File: src/rtl/pcr_pkg.sv
package pcr_pkg;

    localparam int DATA_W = 32;
    localparam int HALF_W = DATA_W / 2;

    // control word bit positions
    localparam int C_LP_STOP  = 0;
    localparam int C_PD_DEEP  = 1;
    localparam int C_CLR_WU   = 2;
    localparam int C_CLR_SB   = 3;
    localparam int C_MON_EN   = 4;
    localparam int C_LVL_LO   = 5;
    localparam int C_BKP_WR   = 8;
    localparam int C_FLASH_PD = 9;

    // status word bit positions
    localparam int S_WU       = 0;
    localparam int S_SB       = 1;
    localparam int S_MON      = 2;
    localparam int S_RREADY   = 3;
    localparam int S_WKPIN    = 8;
    localparam int S_BKREG    = 9;

    typedef enum logic [1:0] {
        SZ_BYTE = 2'd0,
        SZ_HALF = 2'd1,
        SZ_WORD = 2'd2,
        SZ_RSVD = 2'd3
    } size_e;

    typedef enum logic {
        BUS_IDLE      = 1'b0,
        BUS_STAT_WAIT = 1'b1
    } bus_state_e;

    typedef enum logic {
        CLR_IDLE = 1'b0,
        CLR_PEND = 1'b1
    } clr_state_e;

    typedef struct packed {
        logic       flash_pd;
        logic       bkp_wr;
        logic [2:0] lvl;
        logic       mon_en;
        logic       pd_deep;
        logic       lp_stop;
    } ctrl_t;

    function automatic logic [DATA_W-1:0] pack_ctrl(input ctrl_t c);
        logic [DATA_W-1:0] w;
        w = '0;
        w[C_FLASH_PD]          = c.flash_pd;
        w[C_BKP_WR]            = c.bkp_wr;
        w[C_LVL_LO +: 3]       = c.lvl;
        w[C_MON_EN]            = c.mon_en;
        w[C_PD_DEEP]           = c.pd_deep;
        w[C_LP_STOP]           = c.lp_stop;
        return w;
    endfunction

endpackage

File: src/rtl/pcr_bus_fsm.sv
module pcr_bus_fsm
    import pcr_pkg::*;
(
    input  logic clk,
    input  logic rst,
    input  logic access,
    input  logic stat_rd,
    output logic ready
);
    bus_state_e state_q, state_d;

    always_ff @(posedge clk) begin
        if (rst) state_q <= BUS_IDLE;
        else     state_q <= state_d;
    end

    always_comb begin
        state_d = state_q;
        ready   = 1'b0;
        unique case (state_q)
            BUS_IDLE: begin
                if (access && stat_rd) begin
                    state_d = BUS_STAT_WAIT;
                end else begin
                    ready = access;
                end
            end
            BUS_STAT_WAIT: begin
                ready   = 1'b1;
                state_d = BUS_IDLE;
            end
        endcase
    end
endmodule

File: src/rtl/pcr_ctrl_reg.sv
module pcr_ctrl_reg
    import pcr_pkg::*;
(
    input  logic        clk,
    input  logic        por_rst,
    input  logic        sys_rst,
    input  logic        stby_rst,
    input  logic        we,
    input  logic [9:0]  wdata,
    output ctrl_t       ctrl
);
    ctrl_t ctrl_q;

    always_ff @(posedge clk) begin
        if (por_rst || sys_rst || stby_rst) begin
            ctrl_q <= '0;
        end else if (we) begin
            ctrl_q.flash_pd <= wdata[C_FLASH_PD];
            ctrl_q.bkp_wr   <= wdata[C_BKP_WR];
            ctrl_q.lvl      <= wdata[C_LVL_LO +: 3];
            ctrl_q.mon_en   <= wdata[C_MON_EN];
            ctrl_q.pd_deep  <= wdata[C_PD_DEEP];
            ctrl_q.lp_stop  <= wdata[C_LP_STOP];
        end
    end

    assign ctrl = ctrl_q;
endmodule

File: src/rtl/pcr_flag_unit.sv
module pcr_flag_unit
    import pcr_pkg::*;
#(
    parameter int CLR_DELAY = 2
) (
    input  logic clk,
    input  logic por_rst,
    input  logic sys_rst,
    input  logic stat_we,
    input  logic wd_bkreg,
    input  logic wd_wkpin,
    input  logic unlock,
    input  logic clr_sb_cmd,
    input  logic clr_wu_cmd,
    input  logic set_standby,
    input  logic set_wakeup,
    output logic bkreg_en,
    output logic wkpin_en,
    output logic stby_flag,
    output logic wake_flag
);
    localparam int CNT_W = (CLR_DELAY < 2) ? 1 : $clog2(CLR_DELAY);
    localparam logic [CNT_W-1:0] CNT_LAST = CNT_W'(CLR_DELAY - 1);

    clr_state_e       clr_q, clr_d;
    logic [CNT_W-1:0] cnt_q, cnt_d;
    logic             fire;

    // backup regulator enable: power-on domain only, write locked
    always_ff @(posedge clk) begin
        if (por_rst)                 bkreg_en <= 1'b0;
        else if (stat_we && unlock)  bkreg_en <= wd_bkreg;
    end

    // wake-pin enable: system domain
    always_ff @(posedge clk) begin
        if (por_rst || sys_rst) wkpin_en <= 1'b0;
        else if (stat_we)       wkpin_en <= wd_wkpin;
    end

    // standby flag: power-on domain, set wins over clear
    always_ff @(posedge clk) begin
        if (por_rst)          stby_flag <= 1'b0;
        else if (set_standby) stby_flag <= 1'b1;
        else if (clr_sb_cmd)  stby_flag <= 1'b0;
    end

    // wakeup flag: system domain, delayed clear, set wins
    always_ff @(posedge clk) begin
        if (por_rst || sys_rst) wake_flag <= 1'b0;
        else if (set_wakeup)    wake_flag <= 1'b1;
        else if (fire)          wake_flag <= 1'b0;
    end

    // delayed-clear state register
    always_ff @(posedge clk) begin
        if (por_rst || sys_rst) begin
            clr_q <= CLR_IDLE;
            cnt_q <= '0;
        end else begin
            clr_q <= clr_d;
            cnt_q <= cnt_d;
        end
    end

    always_comb begin
        clr_d = clr_q;
        cnt_d = cnt_q;
        fire  = 1'b0;
        unique case (clr_q)
            CLR_IDLE: begin
                if (clr_wu_cmd) begin
                    clr_d = CLR_PEND;
                    cnt_d = '0;
                end
            end
            CLR_PEND: begin
                if (clr_wu_cmd) begin
                    cnt_d = '0;
                end else if (cnt_q == CNT_LAST) begin
                    fire  = 1'b1;
                    clr_d = CLR_IDLE;
                    cnt_d = '0;
                end else begin
                    cnt_d = cnt_q + 1'b1;
                end
            end
        endcase
    end
endmodule

File: src/rtl/pcr_bank.sv
module pcr_bank
    import pcr_pkg::*;
#(
    parameter int ADDR_W    = 4,
    parameter int CLR_DELAY = 2
) (
    input  logic              clk,
    input  logic              por_rst,
    input  logic              sys_rst,
    input  logic              stby_rst,
    input  logic              psel,
    input  logic              penable,
    input  logic              pwrite,
    input  logic [ADDR_W-1:0] paddr,
    input  logic [1:0]        psize,
    input  logic [31:0]       pwdata,
    output logic [31:0]       prdata,
    output logic              pready,
    input  logic              set_standby,
    input  logic              set_wakeup,
    input  logic              bkreg_ready_in,
    input  logic              mon_out_in,
    output logic              flash_pd_stop,
    output logic              bkp_wr_en,
    output logic [2:0]        mon_level,
    output logic              mon_en,
    output logic              pd_deep,
    output logic              lp_stop,
    output logic              bkreg_en,
    output logic              wkpin_en,
    output logic              stby_flag,
    output logic              wake_flag
);
    localparam int WORD_A_W = ADDR_W - 2;
    localparam logic [WORD_A_W-1:0] IDX_CTRL = WORD_A_W'(0);
    localparam logic [WORD_A_W-1:0] IDX_STAT = WORD_A_W'(1);

    logic        access, commit, hit_ctrl, hit_stat, lo_lane;
    logic        ctrl_we, stat_we, clr_sb_cmd, clr_wu_cmd;
    ctrl_t       ctrl;
    logic [31:0] stat_word;
    logic        unused_bits;

    assign access   = psel && penable;
    assign hit_ctrl = (paddr[ADDR_W-1:2] == IDX_CTRL);
    assign hit_stat = (paddr[ADDR_W-1:2] == IDX_STAT);
    assign lo_lane  = (paddr[1:0] == 2'b00) &&
                      ((size_e'(psize) == SZ_WORD) || (size_e'(psize) == SZ_HALF));

    pcr_bus_fsm u_bus (
        .clk     (clk),
        .rst     (por_rst),
        .access  (access),
        .stat_rd (!pwrite && hit_stat),
        .ready   (pready)
    );

    assign commit     = pready && access && pwrite && lo_lane;
    assign ctrl_we    = commit && hit_ctrl;
    assign stat_we    = commit && hit_stat;
    assign clr_sb_cmd = ctrl_we && pwdata[C_CLR_SB];
    assign clr_wu_cmd = ctrl_we && pwdata[C_CLR_WU];

    pcr_ctrl_reg u_ctrl (
        .clk      (clk),
        .por_rst  (por_rst),
        .sys_rst  (sys_rst),
        .stby_rst (stby_rst),
        .we       (ctrl_we),
        .wdata    (pwdata[9:0]),
        .ctrl     (ctrl)
    );

    pcr_flag_unit #(.CLR_DELAY(CLR_DELAY)) u_flags (
        .clk         (clk),
        .por_rst     (por_rst),
        .sys_rst     (sys_rst),
        .stat_we     (stat_we),
        .wd_bkreg    (pwdata[S_BKREG]),
        .wd_wkpin    (pwdata[S_WKPIN]),
        .unlock      (ctrl.bkp_wr),
        .clr_sb_cmd  (clr_sb_cmd),
        .clr_wu_cmd  (clr_wu_cmd),
        .set_standby (set_standby),
        .set_wakeup  (set_wakeup),
        .bkreg_en    (bkreg_en),
        .wkpin_en    (wkpin_en),
        .stby_flag   (stby_flag),
        .wake_flag   (wake_flag)
    );

    always_comb begin
        stat_word           = '0;
        stat_word[S_BKREG]  = bkreg_en;
        stat_word[S_WKPIN]  = wkpin_en;
        stat_word[S_RREADY] = bkreg_ready_in;
        stat_word[S_MON]    = mon_out_in && ctrl.mon_en;
        stat_word[S_SB]     = stby_flag;
        stat_word[S_WU]     = wake_flag;
    end

    always_comb begin
        if (hit_ctrl)      prdata = pack_ctrl(ctrl);
        else if (hit_stat) prdata = stat_word;
        else               prdata = '0;
    end

    assign flash_pd_stop = ctrl.flash_pd;
    assign bkp_wr_en     = ctrl.bkp_wr;
    assign mon_level     = ctrl.lvl;
    assign mon_en        = ctrl.mon_en;
    assign pd_deep       = ctrl.pd_deep;
    assign lp_stop       = ctrl.lp_stop;

    assign unused_bits = ^{pwdata[31:10], pwdata[7:4]};
endmodule

File: config.mk
export PLATFORM = sky130hd
export DESIGN_NAME = pcr_bank
export DESIGN_NICKNAME = d
export VERILOG_FILES = /design/src/rtl/pcr_pkg.sv /design/src/rtl/pcr_bus_fsm.sv /design/src/rtl/pcr_ctrl_reg.sv /design/src/rtl/pcr_flag_unit.sv /design/src/rtl/pcr_bank.sv
export SDC_FILE = /design/constraint.sdc
export NUM_CORES = 1
export LEC_CHECK = 0
export BUFFER_PORTS_ARGS = -buffer_cell sky130_fd_sc_hd__buf_2
export CORE_MARGIN = 2
export CORE_UTILIZATION = 32
export DETAILED_ROUTE_END_ITERATION = 7
export PLACE_DENSITY = 0.82
export SLEW_MARGIN = 20
export SYNTH_ARGS = -nofsm -noshare
export SYNTH_HDL_FRONTEND = slang
export SYNTH_SLANG_ARGS = --single-unit
File: constraint.sdc
create_clock -name clk -period 1 [get_ports clk]
set_input_delay 0.1 -clock clk [delete_from_list [all_inputs] [get_ports clk]]
set_output_delay 0.1 -clock clk [all_outputs]
set_load 0.005 [all_outputs]
==> summary.log <==
qor: outcome.result_of_the_run complete, but fails checks
qor: outcome.failed_checks negative setup slack
qor: synthesis.yosysWarningCount 0
qor: detailed_routing.detail_route.iter0.violations 13
qor: clock_tree.clk_latency_worst_skew_pair 0.28 ns
qor: detailed_routing.postRouteAntennaNets 0
qor: power.finalPower 1190 µW
qor: finish.fin_nets 233
qor: global_routing.global_route_wire_length_before_repair 3.18 mm
qor: synthesis.postSynthRegisterBits 15
qor: worst_setup_path.crit_path_end_kind output port
qor: synthesis.netlist.area_leader.share 30.9%
qor: sta.timing.clock.skew 0.00152 ns
qor: die.die_width 59.1 µm
qor: die.start_util 32.6%
qor: sta.fmaxAchievable 0.961 GHz
qor: synthesis.ys_types 28
qor: finish.drive_above_1_share 51.4%
qor: die.die_height 59.1 µm
qor: worst_setup_path.critPathMaxFanout 2
qor: placed_design.weighted_congestion_at_the_end_of_routability_driven_global_placement 0.757
qor: worst_setup_path.critical_path.startpoint_type register
qor: synthesis.postSynthAreaPerCell 8.76 µm²
qor: die.ios 94
qor: global_routing.global_route_congestion_overflow_total 0
qor: finish.leading_cell_type_in_the_layout_fill_and_taps_excluded sky130_fd_sc_hd__buf_2
qor: global_routing.track_usage 12.0%
qor: worst_setup_path.timing.critical_path.cells mux2i_1 -> nor2_1 -> buf_2
qor: global_routing.grt_antenna_before_repair 0
qor: synthesis.netlist_area 972 µm²
qor: clock_tree.clockBufferDepth 2
qor: finish.most-common-layout-cells sky130_fd_sc_hd__buf_2 (49), sky130_fd_sc_hd__conb_1 (22), sky130_fd_sc_hd__nand2_1 (20), sky130_fd_sc_hd__buf_4 (20), sky130_fd_sc_hd__mux2i_1 (14)
qor: detailed_routing.via_per_inst 4.25
qor: sta.hold_viol 0
qor: power.power_density 851 nW/µm²
qor: worst_setup_path.worstPathArrival 0.94 ns
qor: power.vdd_drop_max 0.000482 V
qor: global_routing.grt_pass1_vias 750
qor: synthesis.post_synthesis_sequential_area_ratio 30.9%
qor: synthesis.synth_top_cell_by_area sky130_fd_sc_hd__dfxtp_1
qor: placed_design.place.port_buffers 49
qor: worst_setup_path.cp.required 0.90 ns
qor: sta.setup_viol_count_final 3
qor: clock_tree.worst_setup_hold_path_clk_slew 0.10 ns
qor: worst_setup_path.crit_family flip-flops
qor: synthesis.syn-instance-count 111
qor: detailed_routing.average_detailed_routed_wire_length_per_instance 10.2 µm
qor: detailed_routing.num_vias 919
qor: clock_tree.htree_num_levels 1
qor: worst_setup_path.cp.buffers_inverters 1
qor: finish.areaGrowthSynthToFinish 44.3%
qor: synthesis.ys_top_cells_by_area sky130_fd_sc_hd__dfxtp_1 (31%), sky130_fd_sc_hd__buf_4 (18%), sky130_fd_sc_hd__mux2i_1 (14%)
qor: placed_design.placed_area 1280 µm²
qor: sta.finalSetupTns -0.0711 ns
qor: die.coreArea 2980 µm²
qor: clock_tree.cts_tree done
qor: sta.timing.hold.ws 0.0248 ns
qor: die.design.die.area 3500 µm²
qor: clock_tree.cts.root.buffer_cell sky130_fd_sc_hd__clkbuf_4
qor: finish.postLayoutCoreUtil 47.1%
qor: power.p_leak 0.000709 µW
qor: sta.fin_ws -0.0408 ns
qor: clock_tree.cts_made_buffers 3
qor: worst_setup_path.critical_path.slowest_cell sky130_fd_sc_hd__dfxtp_2
qor: detailed_routing.drcViolationCount 0
qor: global_routing.grt_start_max_net_pins 17
qor: sta.layout_worst_path_cycle_share 104%
qor: clock_tree.clock_sinks 15
qor: finish.n_antenna_cell 0
qor: sta.finalCriticalPeriod 1.04 ns
qor: hold_path.holdCritPathClass in2reg
qor: finish.final_cell_area 1400 µm²
qor: die.row_count 20
qor: placed_design.detailed_place_hpwl 1.75 mm
qor: run.cap_violations 0
qor: detailed_routing.wl 2.21 mm
qor: worst_setup_path.critPathKind reg2out
qor: sta.grt_setup_unrepaired true
qor: sta.number_of_slew_limit_violations_in_the_final_report 0
qor: detailed_routing.dr.pass1.iters 3
qor: worst_setup_path.cpPeakStageDelay 0.33 ns
## final timing paths
kind,from,to,slack [ns],cells after the start
hold reg to reg,u_bus.state_q$_SDFF_PP0_,u_bus.state_q$_SDFF_PP0_,0.41,1
hold / removal,pwdata[2],u_flags.cnt_q$_SDFFE_PP0P_,0.02,2
setup reg to reg,u_ctrl.ctrl[6]$_SDFFE_PP0N_,u_flags.bkreg_en$_SDFFE_PP0P_,0.10,3
setup / recovery,u_flags.stby_flag$_SDFFE_PP0P_,prdata[1],-0.04,3
## report_power, final
group | internal (µW) | switching (µW) | leakage (µW) | total, µW
Combinational | 116 | 108 | 0.000568 | 224
Clock | 152 | 212 | 0.0000139 | 364
Sequential | 603 | 3.00 | 0.000127 | 606
Total | 871 | 323 | 0.000709 | 1190
## synth_stat cells
cell type and instances:
sky130_fd_sc_hd__xor2_1 1, sky130_fd_sc_hd__a311oi_1 1, sky130_fd_sc_hd__nand3b_1 2, sky130_fd_sc_hd__and3_1 1, sky130_fd_sc_hd__nor2_1 7, sky130_fd_sc_hd__o21bai_1 1, sky130_fd_sc_hd__nor4b_1 2, sky130_fd_sc_hd__buf_4 23
sky130_fd_sc_hd__o21ba_2 1, sky130_fd_sc_hd__and2_1 5, sky130_fd_sc_hd__buf_2 1, sky130_fd_sc_hd__dfxtp_1 15, sky130_fd_sc_hd__nor4_1 2, sky130_fd_sc_hd__a21oi_1 1, sky130_fd_sc_hd__nand2b_1 3, sky130_fd_sc_hd__nor2b_1 1
sky130_fd_sc_hd__buf_6 1, sky130_fd_sc_hd__nor3_4 1, sky130_fd_sc_hd__mux2i_1 14, sky130_fd_sc_hd__inv_1 1, sky130_fd_sc_hd__a31o_2 1, sky130_fd_sc_hd__xnor2_1 1, sky130_fd_sc_hd__nand4b_1 1, sky130_fd_sc_hd__conb_1 1
sky130_fd_sc_hd__o221ai_1 1, sky130_fd_sc_hd__nor2_4 1, sky130_fd_sc_hd__nor4b_4 1, sky130_fd_sc_hd__nand2_1 20
## logic make-up after synthesis
| kind of cell | after synthesis | share of synthesized area, % |
|---|---|---|
| buf+inv | 26 | 19.8 |
| simple gates | 47 | 27.7 |
| xor+xnor | 2 | 1.80 |
| flops | 15 | 30.9 |
| compound gates | 6 | 5.02 |
| mux | 14 | 14.4 |
| other cells | 1 | 0.386 |
## registers in the layout, summed over array words and instances (netlist names)
| signal | count |
|---|---|
| u_flags.clr_q | 1 |
| u_flags.stby_flag | 1 |
| u_bus.state_q | 1 |
| u_flags.wkpin_en | 1 |
| u_ctrl.ctrl | 8 |
| u_flags.cnt_q | 1 |
| u_flags.bkreg_en | 1 |
| u_flags.wake_flag | 1 |
## what timing repair did
| item | 4_1_cts | 5_1_grt |
|---|---|---|
| pin swaps | 1 | 1 |
| resized for setup | 9 | 5 |
| buffers inserted | 7 | 2 |
| setup endpoints to repair | 6 | 10 |
| endpoints found under the hold margin | 1 | 0 |
| hold buffers | 1 | 0 |
## layer usage
metal | vias up | GRT usage, % | share of wire [%]
met5 | - | 0 | 0
met4 | 0 | 5.19 | 0.45
met3 | 2 | 2.40 | 6.8
met2 | 37 | 20.3 | 50
met1 | 408 | 14.6 | 42
li1 | 472 | - | -
## stage by stage
stage | cells | worst slack [ns]
final | 216 | -0.0408
after global routing | 216 | -0.108
after CTS | 214 | -0.0646
after detailed placement | 203 | -0.205
after global placement | 203 | -0.178
after floorplan | 132 | -0.0532
## final cells by class
type / count / area [µm²]
Sequential cell: 15 / 315
Inverter: 1 / 3.75
Timing Repair Buffer: 72 / 445
Clock inverter: 1 / 7.51
Fill cell: 302 / 1580
Multi-Input combinational cell: 91 / 567
Tap cell: 33 / 41.3
Clock buffer: 3 / 22.5
(Power assumes the default switching activity.)
